[config.mk]
export PLATFORM = sky130hd
export DESIGN_NAME = bchan_serial_port
export DESIGN_NICKNAME = d
export VERILOG_FILES = /design/src/rtl/bsp_pkg.sv /design/src/rtl/bsp_clkgen.sv /design/src/rtl/bsp_in_sync.sv /design/src/rtl/bsp_slot_engine.sv /design/src/rtl/bchan_serial_port.sv
export SDC_FILE = /design/constraint.sdc
export NUM_CORES = 1
export LEC_CHECK = 0
export BUFFER_PORTS_ARGS = -buffer_cell sky130_fd_sc_hd__buf_2
export CAP_MARGIN = 20
export CORE_ASPECT_RATIO = 1.25
export CORE_MARGIN = 2
export CORE_UTILIZATION = 58
export DETAILED_ROUTE_END_ITERATION = 10
export PLACE_DENSITY = 0.8
export SETUP_SLACK_MARGIN = 0.15
export SYNTH_ARGS = -nofsm -noshare
export SYNTH_HDL_FRONTEND = slang
export SYNTH_SLANG_ARGS = --single-unit
export TNS_END_PERCENT = 100
[constraint.sdc]
create_clock -name clk -period 4.14 [get_ports clk]
set_input_delay 0.828 -clock clk [delete_from_list [all_inputs] [get_ports clk]]
set_output_delay 0.828 -clock clk [all_outputs]
set_load 0.03 [all_outputs]
[src/rtl/bsp_pkg.sv]
package bsp_pkg;
    localparam int unsigned BASE_BITS  = 32;  // bits per frame at rate code 0
    localparam int unsigned RATE_MAX   = 4;   // highest distinct rate code
    localparam int unsigned BYTE_W     = 8;
    localparam int unsigned FCNT_W     = $clog2(BASE_BITS << RATE_MAX);

    typedef enum logic [1:0] {
        SLOT_IDLE = 2'd0,
        SLOT_ONE  = 2'd1,
        SLOT_TWO  = 2'd2
    } slot_e;

    function automatic logic [2:0] clamp_rate(input logic [2:0] code);
        return (code > 3'(RATE_MAX)) ? 3'(RATE_MAX) : code;
    endfunction
endpackage

[src/rtl/bsp_clkgen.sv]
module bsp_clkgen
    import bsp_pkg::*;
#(
    parameter int unsigned HALF0 = 32
) (
    input  logic       clk,
    input  logic       rst_n,
    input  logic       en,
    input  logic       late,
    input  logic [2:0] rate,
    output logic       rise_o,
    output logic       fall_o,
    output logic       s1_nx,
    output logic       s2_nx,
    output logic       bclk_q_o,
    output logic       s1_q_o,
    output logic       s2_q_o
);
    localparam int unsigned DIV_W = $clog2(HALF0 + 1);

    typedef struct packed {
        logic [DIV_W-1:0]  div;
        logic              bclk;
        logic [FCNT_W-1:0] fcnt;
        logic              s1;
        logic              s2;
    } gen_t;

    gen_t gen_d, gen_q;
    logic [DIV_W-1:0]  half_m1;
    logic [FCNT_W-1:0] frame_last;
    logic [2:0]        code;

    always_comb begin
        int unsigned h;
        code = clamp_rate(rate);
        h = HALF0 >> code;
        if (h == 0) h = 1;
        half_m1    = DIV_W'(h - 1);
        frame_last = FCNT_W'((BASE_BITS << code) - 1);
    end

    always_comb begin
        gen_d  = gen_q;
        rise_o = 1'b0;
        fall_o = 1'b0;
        if (!en) begin
            gen_d.div  = '0;
            gen_d.bclk = 1'b0;
            gen_d.fcnt = '1;
            gen_d.s1   = 1'b0;
            gen_d.s2   = 1'b0;
        end else if (gen_q.div >= half_m1) begin
            gen_d.div  = '0;
            gen_d.bclk = !gen_q.bclk;
            if (!gen_q.bclk) begin
                rise_o     = 1'b1;
                gen_d.fcnt = (gen_q.fcnt >= frame_last) ? '0 : gen_q.fcnt + 1'b1;
                if (late) begin
                    gen_d.s1 = (gen_d.fcnt == frame_last);
                    gen_d.s2 = (gen_d.fcnt == FCNT_W'(BYTE_W - 1));
                end else begin
                    gen_d.s1 = (gen_d.fcnt == '0);
                    gen_d.s2 = (gen_d.fcnt == FCNT_W'(BYTE_W));
                end
            end else begin
                fall_o = 1'b1;
            end
        end else begin
            gen_d.div = gen_q.div + 1'b1;
        end
    end

    always_ff @(posedge clk or negedge rst_n) begin
        if (!rst_n) begin
            gen_q.div  <= '0;
            gen_q.bclk <= 1'b0;
            gen_q.fcnt <= '1;
            gen_q.s1   <= 1'b0;
            gen_q.s2   <= 1'b0;
        end else begin
            gen_q <= gen_d;
        end
    end

    assign s1_nx    = gen_d.s1;
    assign s2_nx    = gen_d.s2;
    assign bclk_q_o = gen_q.bclk;
    assign s1_q_o   = gen_q.s1;
    assign s2_q_o   = gen_q.s2;


    idle_clock_low_chk: assert property (@(posedge clk) disable iff (!rst_n)
        !en |=> !gen_q.bclk);

    strobes_exclusive_chk: assert property (@(posedge clk) disable iff (!rst_n)
        !(gen_q.s1 && gen_q.s2));

    strobe_on_rise_chk: assert property (@(posedge clk) disable iff (!rst_n)
        (en && !rise_o) |=> ($stable(gen_q.s1) && $stable(gen_q.s2)));
endmodule

[src/rtl/bsp_in_sync.sv]
module bsp_in_sync #(
    parameter int unsigned STAGES = 2,
    parameter int unsigned W      = 4
) (
    input  logic         clk,
    input  logic         rst_n,
    input  logic [W-1:0] din,
    output logic [W-1:0] dout,
    output logic [W-1:0] dprev
);
    logic [STAGES:0][W-1:0] chain_d, chain_q;

    always_comb begin
        chain_d = {chain_q[STAGES-1:0], din};
    end

    always_ff @(posedge clk or negedge rst_n) begin
        if (!rst_n) chain_q <= '0;
        else        chain_q <= chain_d;
    end

    assign dout  = chain_q[STAGES-1];
    assign dprev = chain_q[STAGES];
endmodule

[src/rtl/bsp_slot_engine.sv]
module bsp_slot_engine
    import bsp_pkg::*;
(
    input  logic              clk,
    input  logic              rst_n,
    input  logic              rise,
    input  logic              fall,
    input  logic              sync1,
    input  logic              sync2,
    input  logic              sdi,
    input  logic              late,
    input  logic              swap,
    input  logic [BYTE_W-1:0] tx1,
    input  logic [BYTE_W-1:0] tx2,
    output logic              sdo,
    output logic              sdoe,
    output logic [BYTE_W-1:0] rx1,
    output logic [BYTE_W-1:0] rx2,
    output logic              v1,
    output logic              v2
);
    localparam int unsigned BIT_W = $clog2(BYTE_W);

    typedef struct packed {
        slot_e             slot;
        logic              chan;   // 0: channel 1 registers, 1: channel 2
        logic [BIT_W-1:0]  bitn;
        logic [BYTE_W-1:0] txsh;
        logic [BYTE_W-1:0] rxsh;
        logic              sdo;
        logic              oe;
        logic              seen1;
        logic              seen2;
        logic [BYTE_W-1:0] rx1;
        logic [BYTE_W-1:0] rx2;
        logic              v1;
        logic              v2;
    } eng_t;

    eng_t eng_d, eng_q;
    logic start1, start2;
    logic [BYTE_W-1:0] rx_next;

    always_comb begin
        start1 = late ? eng_q.seen1 : (sync1 && !eng_q.seen1);
        start2 = late ? eng_q.seen2 : (sync2 && !eng_q.seen2);
    end

    always_comb begin
        eng_d    = eng_q;
        eng_d.v1 = 1'b0;
        eng_d.v2 = 1'b0;
        rx_next  = {eng_q.rxsh[BYTE_W-2:0], sdi};

        if (fall) begin
            eng_d.seen1 = sync1;
            eng_d.seen2 = sync2;
            if (eng_q.slot != SLOT_IDLE) begin
                eng_d.rxsh = rx_next;
                if (eng_q.bitn == BIT_W'(BYTE_W - 1)) begin
                    if (!eng_q.chan) begin
                        eng_d.rx1 = rx_next;
                        eng_d.v1  = 1'b1;
                    end else begin
                        eng_d.rx2 = rx_next;
                        eng_d.v2  = 1'b1;
                    end
                end
            end
        end

        if (rise) begin
            if (start1) begin
                eng_d.slot = SLOT_ONE;
                eng_d.chan = swap;
                eng_d.bitn = '0;
                eng_d.txsh = swap ? tx2 : tx1;
                eng_d.sdo  = eng_d.txsh[BYTE_W-1];
                eng_d.oe   = 1'b1;
            end else if (start2) begin
                eng_d.slot = SLOT_TWO;
                eng_d.chan = !swap;
                eng_d.bitn = '0;
                eng_d.txsh = swap ? tx1 : tx2;
                eng_d.sdo  = eng_d.txsh[BYTE_W-1];
                eng_d.oe   = 1'b1;
            end else if (eng_q.slot != SLOT_IDLE) begin
                if (eng_q.bitn == BIT_W'(BYTE_W - 1)) begin
                    eng_d.slot = SLOT_IDLE;
                    eng_d.oe   = 1'b0;
                    eng_d.sdo  = 1'b0;
                end else begin
                    eng_d.bitn = eng_q.bitn + 1'b1;
                    eng_d.txsh = {eng_q.txsh[BYTE_W-2:0], 1'b0};
                    eng_d.sdo  = eng_q.txsh[BYTE_W-2];
                end
            end
        end
    end

    always_ff @(posedge clk or negedge rst_n) begin
        if (!rst_n) begin
            eng_q <= '0;
        end else begin
            eng_q <= eng_d;
        end
    end

    assign sdo  = eng_q.sdo;
    assign sdoe = eng_q.oe;
    assign rx1  = eng_q.rx1;
    assign rx2  = eng_q.rx2;
    assign v1   = eng_q.v1;
    assign v2   = eng_q.v2;


    data_on_rise_chk: assert property (@(posedge clk) disable iff (!rst_n)
        !rise |=> ($stable(sdo) && $stable(sdoe)));

    valid_pulse_chk: assert property (@(posedge clk) disable iff (!rst_n)
        (v1 || v2) |=> !(v1 || v2));

    valid_onehot_chk: assert property (@(posedge clk) disable iff (!rst_n)
        $onehot0({v1, v2}));

    rx1_hold_chk: assert property (@(posedge clk) disable iff (!rst_n)
        !v1 |-> $stable(rx1));

    rx2_hold_chk: assert property (@(posedge clk) disable iff (!rst_n)
        !v2 |-> $stable(rx2));
endmodule

[src/rtl/bchan_serial_port.sv]
module bchan_serial_port
    import bsp_pkg::*;
#(
    parameter int unsigned HALF0       = 32,
    parameter int unsigned SYNC_STAGES = 2
) (
    input  logic        clk,
    input  logic        rst_n,
    input  logic        cfg_clk_master,
    input  logic        cfg_late_data,
    input  logic        cfg_swap_ch,
    input  logic [2:0]  cfg_clk_sel,
    input  logic [7:0]  tx_b1,
    input  logic [7:0]  tx_b2,
    output logic [7:0]  rx_b1,
    output logic [7:0]  rx_b2,
    output logic        rx_b1_vld,
    output logic        rx_b2_vld,
    input  logic        bitclk_i,
    input  logic        slot1_sync_i,
    input  logic        slot2_sync_i,
    output logic        bitclk_o,
    output logic        slot1_sync_o,
    output logic        slot2_sync_o,
    output logic        timing_oe,
    input  logic        ser_di,
    output logic        ser_do,
    output logic        ser_doe
);
    localparam int unsigned IN_W = 4;
    localparam int unsigned I_CLK = 0;
    localparam int unsigned I_S1  = 1;
    localparam int unsigned I_S2  = 2;
    localparam int unsigned I_DAT = 3;

    logic g_rise, g_fall, g_s1, g_s2;
    logic [IN_W-1:0] sy_now, sy_prev;
    logic e_rise, e_fall, e_s1, e_s2, e_sd;

    bsp_clkgen #(.HALF0(HALF0)) u_clkgen (
        .clk      (clk),
        .rst_n    (rst_n),
        .en       (cfg_clk_master),
        .late     (cfg_late_data),
        .rate     (cfg_clk_sel),
        .rise_o   (g_rise),
        .fall_o   (g_fall),
        .s1_nx    (g_s1),
        .s2_nx    (g_s2),
        .bclk_q_o (bitclk_o),
        .s1_q_o   (slot1_sync_o),
        .s2_q_o   (slot2_sync_o)
    );

    bsp_in_sync #(.STAGES(SYNC_STAGES), .W(IN_W)) u_in_sync (
        .clk   (clk),
        .rst_n (rst_n),
        .din   ({ser_di, slot2_sync_i, slot1_sync_i, bitclk_i}),
        .dout  (sy_now),
        .dprev (sy_prev)
    );

    always_comb begin
        if (cfg_clk_master) begin
            e_rise = g_rise;
            e_fall = g_fall;
            e_s1   = g_s1;
            e_s2   = g_s2;
            e_sd   = ser_di;
        end else begin
            e_rise = sy_now[I_CLK] && !sy_prev[I_CLK];
            e_fall = !sy_now[I_CLK] && sy_prev[I_CLK];
            e_s1   = sy_now[I_S1];
            e_s2   = sy_now[I_S2];
            e_sd   = sy_now[I_DAT];
        end
    end

    bsp_slot_engine u_engine (
        .clk   (clk),
        .rst_n (rst_n),
        .rise  (e_rise),
        .fall  (e_fall),
        .sync1 (e_s1),
        .sync2 (e_s2),
        .sdi   (e_sd),
        .late  (cfg_late_data),
        .swap  (cfg_swap_ch),
        .tx1   (tx_b1),
        .tx2   (tx_b2),
        .sdo   (ser_do),
        .sdoe  (ser_doe),
        .rx1   (rx_b1),
        .rx2   (rx_b2),
        .v1    (rx_b1_vld),
        .v2    (rx_b2_vld)
    );

    assign timing_oe = cfg_clk_master;


    slave_outputs_quiet_chk: assert property (@(posedge clk) disable iff (!rst_n)
        (!cfg_clk_master && !timing_oe) |=> !(slot1_sync_o || slot2_sync_o));
endmodule

Word level (Yosys, flattened, before mapping):

Index checks and enable logic that the tools add are counted.

* logic and storage cells: 102
* memories: 0
* ROM bits: 0
* input port bits: 28
* flip-flop bits (word level): 69
* output and inout bits: 24
* memory bits (writable): 0
* latch bits: 0

* equality and inequality tests: 7
* $add $sub $neg: 5
* $lt $le $gt $ge: 3
* bitwise operators: 1
* mux-type cells: 39
* divide/modulo/power cells: 0
* multipliers: 0
* reduce and logical (&&, ||, !) cells: 24
* shift-type cells: 2

Operators by type and width (number)
* 11-bit two-way mux: 4
* 32-bit zero test: 1
* 6-bit by 3-bit right shift with 32-bit output (first input constant): 1
* 2-bit two-way mux: 10
* 18-bit two-way mux: 1
* 1-bit two-way mux: 16
* 8-bit two-way mux: 2
* 14-bit two-way mux: 1
* 12-bit two-way mux: 1
* 6-bit two-way mux: 2
* 9-bit by 1-bit adder with 9-bit output (second input constant): 1
* 9-bit by 3-bit == test with 1-bit output (second input constant): 1
* 9-bit by 4-bit == test with 1-bit output (second input constant): 1
* 9-bit == test: 1
* 9-bit greater-or-equal comparator: 1
* 9-bit zero test: 1
* 9-bit two-way mux: 1
* 6-bit by 3-bit left shift with 9-bit output (first input constant): 1
* 9-bit by 1-bit subtractor with 9-bit output (second input constant): 1
* 2-bit AND reduction: 4
* 4-bit AND reduction: 2
* 6-bit by 1-bit adder with 6-bit output (second input constant): 1
* 6-bit greater-or-equal comparator: 1
* 1-bit zero test: 6
* other kinds (13): 19

Longest topological paths before layout:

Gate-level depths: netlist (run 1).

* depth after elaboration: 16
* gate-level depth with buffers: 15
* depth with buffers taken out: 12

Modules after synthesis:

A second synthesis (run 1) with hierarchy kept.

* cell total of the unflattened synthesis: 404
* area total of the unflattened synthesis: 4199.0 um2

Modules (own cells, without submodules)
* bsp_slot_engine: instances 1, cells each 210, sequential area each 1051.0 um2, area each 2306.0 um2
* bsp_clkgen: instances 1, cells each 168, sequential area each 461.7 um2, area each 1470.2 um2
* bsp_in_sync: instances 1, cells each 16, sequential area each 300.3 um2, area each 330.3 um2
* bchan_serial_port: instances 1, cells each 10, sequential area each 0.0 um2, area each 92.6 um2

Worst setup path after synthesis (run 1):

OpenSTA, ideal clock, no wires.

* path kind: in2reg
* from: input cfg_clk_sel[1]
* to: register u_engine.eng_q[34] (netlist bit)
* library setup time: 87 ps
* required time: 4053 ps
* stages on the path: 15
* slack: 444 ps
* buffers on the path: 3
* arrival time: 3609 ps
* path through: or2_1 > buf_6 > nor2_1 > inv_1 > ha_1 > o211ai_1 > o211ai_1 > and2_1 > clkbuf_1 > o221ai_1 > o21ai_2 > buf_2 > mux2i_1 > o211ai_1 > a22oi_1

* cells in the longest elaborated chain, start to end: 16
* elaborated cells between the ends (all ways): 32
* those cells by class: add/sub (2); order compare (3); eq/ne (4); shift (2); mux (15); reduce/logical (6)

Ends and longest elaborated chain
* start: declaration: line bchan_serial_port.sv:12 `input logic [2:0] cfg_clk_sel,`
* 3-bit greater-than comparator: line bsp_pkg.sv:14 `return (code > 3'(RATE_MAX)) ? 3'(RATE_MAX) : code;`
* 3-bit two-way mux (*): line bsp_pkg.sv:14
* 6-bit by 3-bit left shift with 9-bit output: line bsp_clkgen.sv:40 `frame_last = FCNT_W'((BASE_BITS << code) - 1);`
* 9-bit by 1-bit subtractor with 9-bit output: line bsp_clkgen.sv:40
* 9-bit greater-or-equal comparator: line bsp_clkgen.sv:58 `gen_d.fcnt = (gen_q.fcnt >= frame_last) ? '0 : gen_q.fcnt + 1'b1;`
* 9-bit two-way mux: line bsp_clkgen.sv:58
* 9-bit by 4-bit == test with 1-bit output (tied with other cells): line bsp_clkgen.sv:64 `gen_d.s2 = (gen_d.fcnt == FCNT_W'(BYTE_W));`
* 2-bit two-way mux: line bsp_clkgen.sv:59 `if (late) begin`
* 11-bit two-way mux: line bsp_clkgen.sv:56 `if (!gen_q.bclk) begin`
* 12-bit two-way mux: line bsp_clkgen.sv:53 `end else if (gen_q.div >= half_m1) begin`
* 18-bit two-way mux: line bsp_clkgen.sv:47 `if (!en) begin`
* 1-bit two-way mux: line bchan_serial_port.sv:64 `if (cfg_clk_master) begin`
* 1-bit logical AND (on tied branches): line bsp_slot_engine.sv:46, bsp_slot_engine.sv:45
* 1-bit two-way mux (on tied branches): line bsp_slot_engine.sv:46, bsp_slot_engine.sv:45
* 3-bit by 1-bit != test with 1-bit output (no line) (tied with other cells)
* 3-bit AND reduction (no line) / 14-bit two-way mux (equally long branches)
* end signal: assignment: line bsp_slot_engine.sv:105 `eng_q <= eng_d;`
* end: declaration: line bsp_slot_engine.sv:40 `eng_t eng_d, eng_q;`

Every way passes the cells marked *; elsewhere a longest branch is shown, timed or not. The select of a mux whose other input is x is not followed.
A chain may end at the register's enable or synchronous reset.

Final worst setup path (run 1):

* from: input cfg_clk_sel[2]
* to: register u_engine.eng_q[36] (netlist bit)

Same word-level chain as after synthesis.

==> summary.md, run 1 <==
| Metric | Value |
|---|---|
| Critical path launch point type | primary input |
| GRT Overall Usage | 24.31% |
| Worst-path cell chain | buf_2 > a21oi_1 > ha_1 > a21o_1 > a21oi_1 > and2_1 > nand4b_1 > a2111oi_4 > o21ai_2 > buf_4 > a31oi_2 > o211ai_1 > a22oi_1 |
| Resized Gates After CTS | 0 |
| Root buffer cell | clkbuf_8 |
| DR top layer | met4 |
| Hold WC Path Type | reg2reg |
| Vias in the first global route | 3,191 |
| Yosys warning count | 0 |
| FF+latch count, synth | 69 |
| H-tree depth | 3 |
| Ant. Diodes | 0 |
| CP Launch Point | cfg_clk_sel[2] |
| RePlAce Congestion | 0.8576 |
| Critical path class | in2reg |
| Status | finished clean |
| # hold bufs at CTS | 0 |
| Worst IR Drop VDD | 0.0004109 V |
| Clk sinks | 69 |
| Die area | 7724 um2 |
| Final setup vio count | 0 |
| Slew Limit Fails | 0 |
| Initial core utilization | 59.19% |
| CP peak stage delay | 0.51 ns |
| DR vias | 3,223 |
| I/O Buffers | 51 |
| Worst-Skew Late Latency | 0.35 ns |
| Period utilization | 90.70% |
| Wl on met1 | 3706 um |
| Cell variety after synth | 72 |
| Die Width | 79.01 um |
| P_leak | 2.151 nW |
| Main synth FF type | dfrtp_1 |
| Crit path max fanout | 8 |
| Fin Setup TNS | 0 ns |
| Top cells by count, synth | 60 x dfrtp_1, 40 x nor2_1, 33 x nand2_1 |
| Antenna-violating nets left | 0 |
| Worst Path Arrival | 4.02 ns |
| # rows | 34 |
| Met2 WL post-DR | 4547 um |
| DRT Pass-1 Iters | 4 |
| Fin Hold WS | 0.3531 ns |
| RSZ-0062 raised after global routing | false |
| CTS tree | done |
| Area Growth Syn to Fin | 10.52% |
| Top-count cell post-synth | dfrtp_1 |
| Max_cap viols | 0 |
| Grt ovf | 0 |
| Postcts setup bufs | 0 |
| DRC | 0 |
| Hpwl dp | 6482 um |
| Layout cells sized above 1 | 27.69% |
| Ports | 52 |
| Register area share after synthesis | 42.61% |
| Placed inst area | 4324 um2 |
| Met3 WL | 449 um |
| Worst-path clk slew | 0.08 ns |
| Num CTS Buffers | 9 |
| Fill cell count | 560 |
| Initial antenna violation count | 0 |
| Min Tclk post-route | 3.755 ns |
| HP Start | u_in_sync.chain_d[6] |
| Pre-CTS WS | 0.03995 ns |
| PwrDens | 486.2 nW/um2 |
| WP data required | 4.41 ns |
| Wire length per cell | 16.37 um |
| Critical Path Sink Type | flop |
| Vias/cell | 5.914 |
| FF-to-FF Start | u_clkgen.gen_q[2] |
| Synth area leaders | dfrtp_1 37%, dfstp_2 5.8%, mux2_2 5.8%, ha_1 4.3%, nor2_1 3.7% |
| Mapped Cells | 410 |
| Fin util | 65.41% |
| Final Hold Viols | 0 |
| Synth area leader | dfrtp_1 |
| Final worst setup slack | 0.3850 ns |
| Async set-reset flop share out of synthesis | 100.0% |
| Avg Inst Size Synth | 9.949 um2 |
| Core area | 6892 um2 |
| Post-synth EDFFs | 0 |
| Worst Max-Slew Pin Slew | 1.088 ns |
| Fin nets | 492 |
| CP max-delay cell | a2111oi_4 |
| Mapped cell area | 4079 um2 |
| Die Ht | 97.76 um |
| First-pass GRT wire length | 14,750 um |
| Clk_skew | 0.01122 ns |
| Critical path's most frequent cell | a21oi_1 |
| DRT iter0 DRCs | 187 |
| Largest net degree at the start of global routing | 46 |
| Yosys top cell area share | 36.81% |
| Fmax | 266.3 MHz |
| Total routed wirelength | 8923 um |
| Final std cell area, no fill | 4508 um2 |
| Rel. slew slack | 26.85% |
| CTS Buffer Depth | 2 |
per-stage QoR:
step,total power [mW],std cells
after detailed placement,1.678,529
final,2.192,545
after global routing,2.329,545
after floorplan,1.480,411
after global placement,1.648,529
after CTS,2.195,545
layout by cell type, fill, tap and decap left out, drive strengths merged, types with 4 or more instances in the layout:
master	n
clkbuf	10
o22a	4
a21oi	23
dfstp	9
ha	14
inv	24
nor2	40
a31oi	7
o211ai	13
xor2	4
a211o	4
nand2b	5
nand2	33
nand3	10
buf	65
dfrtp	60
a22oi	5
o21ai	17
and2	4
mux2	22
nor3	6
mux2i	6
xnor2	11
area by class of cell:
cell class,instances,area [um2],area share (%)
repair buffers,65,360.3,7.993
clock buffers,10,137.6,3.053
inverters,22,82.58,1.832
clock inverters,6,46.29,1.027
multi-input cells,283,2031,45.05
flip-flops and latches,69,1738,38.55
well taps,90,112.6,2.498
critical path: cells and delay by family:
kind,cells,cell delay (ns)
fa+ha+maj,1,0.31
compound gates,8,2.09
buf+inv,2,0.33
simple gates,2,0.46
routing by layer:
layer | up-vias | GRT usage [%]
met5 | - | 0
met4 | 0 | 12.20
met3 | 22 | 6.192
met2 | 109 | 38.40
met1 | 1551 | 30.92
li1 | 1541 | -
sequential cells by signal, indices dropped and copies added, names as in the netlist, 4 cells and up:
register and cells:
u_clkgen.gen_q 15, u_engine.rx2 8, u_engine.eng_q 22, u_in_sync.dout 4, u_engine.rx1 8, u_in_sync.chain_d 4
path summary, 6_finish.rpt:
path,end,slack [ns],cells past startpoint
worst min-delay path,u_in_sync.dout[2],0.35,0
worst max-delay path,u_engine.eng_q[36],0.39,13
min in group asynchronous,u_engine.rx1[0],0.45,1
worst max register to register,u_engine.eng_q[36],0.45,10
worst min register to register,u_in_sync.dout[2],0.35,0
max in group asynchronous,u_clkgen.gen_q[2],2.71,2
report_power, final:
part           switching (mW)  leakage [nW]  internal [mW]
Combinational           0.420          1.19          0.322
Sequential              0.130         0.866          0.807
Clock                   0.275        0.0893          0.238
Total                   0.825          2.15           1.37
kinds of logic (layout without fill, tap and decap cells):
family / Yosys count / after routing / share of synthesized area (%)
mux: 28 / 28 / 7.638
compound gates: 111 / 111 / 21.11
flops: 69 / 69 / 42.61
xor+xnor: 15 / 15 / 3.221
simple gates: 113 / 113 / 13.34
other cells: 1 / 2 / 0.09194
buf+inv: 59 / 103 / 7.699
fa+ha+maj: 14 / 14 / 4.295
Note: power is estimated with default switching activity, not from simulation.
==> run 2: changes to the inputs <==
clock period = 3.7 ns   (was 4.14 ns; I/O delays follow)
==> run 2 against run 1 <==
Against the previous run: clock skew about the same; worst setup slack worse by 0.049 ns; worst hold slack about the same; power up 14%; sequential share of layout area down 1.0 points; first-iteration DRC count up 20%; final area up 2.7%; global-route usage up 0.29 points; critical endpoint is now u_engine.eng_q[30]; largest power group unchanged.
==> summary.md, run 2 (synthesis gave the netlist of run 1 again) <==
| Metric | Value |
|---|---|
| Status | finished clean (unchanged) |
| Initial antenna violation count | 0 (unchanged) |
| Final setup vio count | 0 (unchanged) |
| Total routed wirelength | 8924 um (was 8923 um) |
| RSZ-0062 raised after global routing | false (unchanged) |
| Worst-Skew Late Latency | 0.36 ns (was 0.35 ns) |
| Max_cap viols | 0 (unchanged) |
| Ports | 52 (unchanged) |
| H-tree depth | 3 (unchanged) |
| Die area | 7724 um2 (unchanged) |
| Most frequent cells in the layout | 60 x dfrtp_1, 51 x buf_2, 40 x nor2_1 (unchanged) |
| Fin nets | 503 (was 492) |
| Rel. slew slack | 31.86% (was 26.85%) |
| Largest net degree at the start of global routing | 46 (unchanged) |
| # rows | 34 (unchanged) |
| Fin Setup TNS | 0 ns (unchanged) |
| Fin Hold WS | 0.3528 ns (was 0.3531 ns) |
| Largest register by flop count | u_engine.eng_q (unchanged) |
| Antenna-violating nets left | 0 (unchanged) |
| Final worst setup slack | 0.3365 ns (was 0.3850 ns) |
| Final Hold Viols | 0 (unchanged) |
| HP Start | u_in_sync.chain_d[4] (was u_in_sync.chain_d[6]) |
| I/O Buffers | 51 (unchanged) |
| RePlAce Congestion | 0.8805 (was 0.8576) |
| DRT Pass-1 Iters | 5 (was 4) |
| Initial core utilization | 59.19% (unchanged) |
| Placed inst area | 4399 um2 (was 4324 um2) |
| Die Width | 79.01 um (unchanged) |
| Critical Path Sink Type | flop (unchanged) |
| Clk sinks | 69 (unchanged) |
| WP data required | 3.94 ns (was 4.41 ns) |
| Slew Limit Fails | 0 (unchanged) |
| Ant. Diodes | 0 (unchanged) |
| Grt ovf | 0 (unchanged) |
| Die Ht | 97.76 um (unchanged) |
| Worst-path clk slew | 0.08 ns (about the same) |
| Wire length per cell | 16.05 um (was 16.37 um) |
| Hpwl dp | 6503 um (was 6482 um) |
| Hold WC Path Type | reg2reg (unchanged) |
| DRT iter0 DRCs | 224 (was 187) |
| GRT Overall Usage | 24.59% (was 24.31%) |
| Area Growth Syn to Fin | 13.50% (was 10.52%) |
| Crit path max fanout | 4 (was 8) |
| CP Launch Point | cfg_clk_sel[1] (was cfg_clk_sel[2]) |
| Layout cells sized above 1 | 30.26% (was 27.69%) |
| Top flop regs | u_engine.eng_q (22), u_clkgen.gen_q (15) (unchanged) |
| Final std cell area, no fill | 4629 um2 (was 4508 um2) |
| FF-to-FF Start | u_clkgen.gen_q[3] (was u_clkgen.gen_q[2]) |
| P_leak | 2.216 nW (was 2.151 nW) |
| Pre-CTS WS | -0.07736 ns (was 0.03995 ns) |
| Vias/cell | 5.888 (was 5.914) |
| Worst Path Arrival | 3.60 ns (was 4.02 ns) |
| Worst IR Drop VDD | 0.0003548 V (was 0.0004109 V) |
| Vias in the first global route | 3,262 (was 3,191) |
| First-pass GRT wire length | 15,120 um (was 14,750 um) |
| Root buffer cell | clkbuf_8 (unchanged) |
| Most common cell after layout, fill and taps aside | dfrtp_1 (unchanged) |
| Clk_skew | 0.01156 ns (was 0.01122 ns) |
| CTS tree | done (unchanged) |
| Fmax | 297.3 MHz |
| Critical path launch point type | primary input (unchanged) |
| Min Tclk post-route | 3.363 ns |
| PwrDens | 539.9 nW/um2 (was 486.2 nW/um2) |
| Max FFs per register | 22 (unchanged) |
| DR vias | 3,274 (was 3,223) |
| Critical path class | in2reg (unchanged) |
| Num CTS Buffers | 9 (unchanged) |
| Core area | 6892 um2 (unchanged) |
| Period utilization | 90.91% |
| DRC | 0 (unchanged) |
| Overall power | 2.499 mW (was 2.192 mW) |
| Worst Max-Slew Pin Slew | 1.014 ns (was 1.088 ns) |
| CTS Buffer Depth | 2 (unchanged) |
## run 2: cell types whose count changed in the layout (fill, tap and decap cells not counted), sizes merged
cell,before,now
buf,65,76
clkinvlp,2,1
inv,24,26
clkinv,2,1
## run 2: power breakdown
group	internal, mW	switching (mW)
Sequential	0.904	0.150
Clock	0.272	0.320
Combinational	0.385	0.470
Total	1.56	0.939
## run 2: repair_timing
item / CTS / global route
pin swaps: 0 / 2
endpoints found under the setup margin: 1 / 8
resized for setup: 1 / 5
hold buffers: 0 / 0
buffers inserted: 0 / 1
## run 2: area by class of cell
| cell class | count | area [um2] |
|---|---|---|
| sequential | 69 | 1738 |
| multi-input combinational | 283 | 2064 |
| clock buffer | 10 | 137.6 |
| inverter | 22 | 82.58 |
| timing repair buffer | 76 | 442.9 |
| fill | 562 | 2262 |
| tap | 90 | 112.6 |
| clock inverter | 6 | 51.30 |
## run 2: path summary, 6_finish.rpt
check | to | slack (ns) | cells past startpoint
worst max-delay path | u_engine.eng_q[30] | 0.34 | 15
worst min-delay path | u_in_sync.dout[0] | 0.35 | 0
worst max register to register | u_engine.eng_q[34] | 0.43 | 10
worst min register to register | u_in_sync.dout[0] | 0.35 | 0
max in group asynchronous | u_clkgen.gen_q[8] | 2.38 | 2
min in group asynchronous | u_engine.rx2[4] | 0.36 | 1
## run 2: worst max-delay path: stages
cell      delay, ns
buf_2          0.10
or2_1          0.25
buf_4          0.16
inv_1          0.10
ha_1           0.13
nand3_1        0.07
a211o_1        0.30
and2_1         0.16
buf_4          0.15
o32a_1         0.21
o221ai_1       0.30
o21ai_1        0.20
a211oi_4       0.40
o21bai_1       0.11
a32o_1         0.22
## run 2: metrics by stage
stage	util [%]	cells
2_1_floorplan	-	411
3_3_place_gp	63.83	539
3_5_place_dp	63.83	539
4_1_cts	66.61	555
5_1_grt	67.18	556
6_report	67.18	556
## run 2: routing by layer
layer	track usage, %	wire [um]	vias to the layer above
met3	3.050	333	17
met4	10.88	178	0
li1	-	-	1570
met1	31.90	3718	1597
met2	41.20	4693	90
met5	0	0	-
==> run 3: changes to the inputs <==
ABC_AREA = 1   (was not set)
==> run 3 against run 2 <==
Against the previous run: worst hold slack improved by 0.0033 ns; combinational power is 0.9% lower; power is 3.0% higher; global-route usage fell by 0.28 points; clock-buffer cell count down 1; critical path depth increased by 5; final cell count is 16% higher.
==> summary.md, run 3 <==
| Metric | Value |
|---|---|
| Worst Path Arrival | 3.44 ns (was 3.60 ns) |
| # hold bufs at CTS | 0 (unchanged) |
| Final setup vio count | 0 (unchanged) |
| CTS Buffer Depth | 2 (unchanged) |
| Placed inst area | 4172 um2 (was 4399 um2) |
| Avg Inst Size Synth | 7.687 um2 (was 9.949 um2) |
| Wire length per cell | 13.04 um (was 16.05 um) |
| Synth area leaders | dfrtp_1 38%, nand2_1 15%, dfstp_2 6.1%, inv_1 5.4%, o21ai_0 5.0% (was dfrtp_1 37%, dfstp_2 5.8%, mux2_2 5.8%, ha_1 4.3%, nor2_1 3.7%) |
| P_leak | 2.496 nW (was 2.216 nW) |
| Fin util | 68.34% (was 67.18%) |
| Clk_skew | 0.01271 ns (was 0.01156 ns) |
| Largest family of logic cells by synthesized area | simple AND/OR/NAND/NOR gates (was compound AO/OA/AOI/OAI gates) |
| Placed insts | 630 (was 539) |
| Worst-path cell chain | buf_2 > a21oi_1 > ha_1 > nand2_1 > inv_1 > a21oi_2 > nand3_1 > nor2_1 > nand2_1 > nor2_1 > nand3_1 > nand2_1 > nand3_2 > nand3_2 > nand2_2 > nand3_2 > nand2_4 > buf_4 > nand3_1 > nand2_1 (was buf_2 > or2_1 > buf_4 > inv_1 > ha_1 > nand3_1 > a211o_1 > and2_1 > buf_4 > o32a_1 > o221ai_1 > o21ai_1 > a211oi_4 > o21bai_1 > a32o_1) |
| Min Tclk post-route | 3.212 ns (was 3.363 ns) |
| Worst-Skew Late Latency | 0.35 ns (was 0.36 ns) |
| Proportion of synthesized area in mux cells | 0.5767% (was 7.638%) |
| Mapped Cells | 508 (was 410) |
| GRT Overall Usage | 24.31% (was 24.59%) |
| CTS tree | done (unchanged) |
| DRT Pass-1 Iters | 5 (unchanged) |
| Async set-reset flop share out of synthesis | 100.0% (unchanged) |
| Buffers and inverters on the worst path | 3 (was 4) |
| Initial antenna violation count | 0 (unchanged) |
| Fin Setup TNS | 0 ns (unchanged) |
| CP max-delay cell | ha_1 (was a211oi_4) |
| Final Hold Viols | 0 (unchanged) |
| XOR/XNOR share of the synthesized area | 0.8971% (was 3.221%) |
| Layout Cells excl Fill | 647 (was 556) |
| Max_cap viols | 0 (unchanged) |
| PwrDens | 577.4 nW/um2 (was 539.9 nW/um2) |
| Critical path class | in2reg (unchanged) |
| # rows | 33 (was 34) |
| Largest register by flop count | u_engine.eng_q (unchanged) |
| DRT iter0 DRCs | 192 (was 224) |
| Post-synthesis compound-gate area fraction | 9.452% (was 21.10%) |
| Num CTS Buffers | 9 (unchanged) |
| Overall power | 2.574 mW (was 2.499 mW) |
| Worst Max-Slew Pin Slew | 0.8508 ns (was 1.014 ns) |
| Ports | 52 (unchanged) |
| Worst IR Drop VDD | 0.0004093 V (was 0.0003548 V) |
| Die Ht | 95.74 um (was 97.76 um) |
| Worst-path clk slew | 0.07 ns (was 0.08 ns) |
| Crit path max fanout | 7 (was 4) |
| I/O Buffers | 51 (unchanged) |
| Die Width | 77.39 um (was 79.01 um) |
| DRC | 0 (unchanged) |
| Most common cell after layout, fill and taps aside | nand2_1 (was dfrtp_1) |
| Vias in the first global route | 3,193 (was 3,262) |
| Layout cells sized above 1 | 21.61% (was 30.26%) |
| Area Growth Syn to Fin | 14.16% (was 13.50%) |
| Initial core utilization | 59.86% (was 59.19%) |
| Grt ovf | 0 (unchanged) |
| Critical path launch point type | primary input (unchanged) |
| Fmax | 311.4 MHz (was 297.3 MHz) |
| First-pass GRT wire length | 14,050 um (was 15,120 um) |
| Rel. slew slack | 43.28% (was 31.86%) |
| Top flop regs | u_engine.eng_q (22), u_clkgen.gen_q (15) (unchanged) |
| Final std cell area, no fill | 4458 um2 (was 4629 um2) |
| Final worst setup slack | 0.4884 ns (was 0.3365 ns) |
| Synth area leader | dfrtp_1 (unchanged) |
| Reg2reg setup slack | 0.75 ns (was 0.43 ns) |
| Top cells by count, synth | 153 x nand2_1, 60 x dfrtp_1, 56 x inv_1 (was 60 x dfrtp_1, 40 x nor2_1, 33 x nand2_1) |
| Die area | 7409 um2 (was 7724 um2) |
| Top-count cell post-synth | nand2_1 (was dfrtp_1) |
| Mapped cell area | 3905 um2 (was 4079 um2) |
| Post-synth EDFFs | 0 (unchanged) |
| Yosys warning count | 0 (unchanged) |
| RePlAce Congestion | 0.8747 (was 0.8805) |
| RSZ-0062 raised after global routing | false (unchanged) |
| Pre-CTS WS | -0.006556 ns (was -0.07736 ns) |
| Fin nets | 598 (was 503) |
| Ant. Diodes | 0 (unchanged) |
| Hold WC Path Type | reg2reg (unchanged) |
| Period utilization | 86.80% (was 90.91%) |
| CP peak stage delay | 0.30 ns (was 0.40 ns) |
| Fin Hold WS | 0.3561 ns (was 0.3528 ns) |
| Root buffer cell | clkbuf_8 (unchanged) |
| Slew Limit Fails | 0 (unchanged) |
| Largest net degree at the start of global routing | 70 (was 46) |
| Antenna-violating nets left | 0 (unchanged) |
| Status | finished clean (unchanged) |
| Critical path's most frequent cell | nand2_1 (was buf_4) |
| Register area share after synthesis | 44.50% (was 42.61%) |
| DR vias | 3,382 (was 3,274) |
| Vias/cell | 5.227 (was 5.888) |
| Yosys top cell area share | 38.45% (was 36.81%) |
| Most frequent cells in the layout | 153 x nand2_1, 60 x dfrtp_1, 56 x inv_1 (was 60 x dfrtp_1, 51 x buf_2, 40 x nor2_1) |
| Worst path top cell family by delay | simple AND/OR/NAND/NOR gates (was compound AO/OA/AOI/OAI gates) |
| Main synth FF type | dfrtp_1 (unchanged) |
| Max FFs per register | 22 (unchanged) |
| Clk sinks | 69 (unchanged) |
| H-tree depth | 3 (unchanged) |
| WP data required | 3.93 ns (was 3.94 ns) |
| Total routed wirelength | 8438 um (was 8924 um) |
| FF+latch count, synth | 69 (unchanged) |
| Adder-Cell Fraction of Synth Area | 4.486% (was 4.294%) |
| Hpwl dp | 6223 um (was 6503 um) |
| Critical Path Sink Type | flop (unchanged) |
| Core area | 6524 um2 (was 6892 um2) |
| Cell variety after synth | 35 (was 72) |
| Post-Synth Simple-Gate Area | 29.89% (was 13.34%) |
## run 3: cell count changes in the layout (fill, tap and decap cells not counted), sizes merged, moves of 6 or more
cell | previous run | this run
nand2 | 33 | 165
nand3 | 10 | 41
nor2 | 40 | 47
xnor2 | 11 | 1
mux2 | 22 | 2
mux2i | 6 | 0
o211ai | 13 | 2
buf | 76 | 63
inv | 26 | 58
o21ai | 17 | 42
## run 3: timing repair
| action | 4_1_cts | 5_1_grt |
|---|---|---|
| gates resized for setup | 0 | 5 |
| buffers inserted | 0 | 2 |
| endpoints found under the setup margin | 0 | 20 |
## run 3: path summary, 6_finish.rpt
kind,start,to,depth (start not counted)
worst max-delay path,cfg_clk_sel[2],u_engine.eng_q[33],20
worst min-delay path,u_in_sync.chain_d[6],u_in_sync.dout[2],0
worst max register to register,u_clkgen.gen_q[9],u_engine.eng_q[33],18
worst min register to register,u_in_sync.chain_d[6],u_in_sync.dout[2],0
max in group asynchronous,rst_n,u_engine.eng_q[33],2
min in group asynchronous,rst_n,u_clkgen.s2_q_o,2
## run 3: per-layer routing
metal / part of all wire (%) / up-vias / wire (um) / global-route usage (%)
li1: - / 1705 / - / -
met1: 42 / 1599 / 3541 / 28.41
met2: 54 / 61 / 4522 / 44.93
met3: 2.4 / 17 / 201 / 4.315
met4: 2.1 / 0 / 173 / 8.929
met5: 0 / - / 0 / 0
## run 3: logic make-up (layout without fill, tap and decap cells)
logic type                 count (synthesis)  count (layout)
AOI/OAI and AO/OA                         68              68
buffers and inverters                     85             136
DFF                                       69              69
muxes                                      2               2
and+or+nand+nor                          265             265
xor gates and xnor gates                   4               4
other                                      1               2
adders and majority gates                 14              14
## run 3: power by group
group	switching, mW	leakage (nW)	internal [mW]
Sequential	0.0931	0.881	0.903
Combinational	0.548	1.50	0.298
Clock	0.287	0.119	0.445
## run 3: final cells by class
type | count | area [um2]
fill | 560 | 2066
multi-input combinational | 355 | 1799
sequential | 69 | 1738
timing repair buffer | 63 | 357.8
inverter | 58 | 217.7
clock buffer | 9 | 123.9
clock inverter | 6 | 112.6
tap | 87 | 108.9
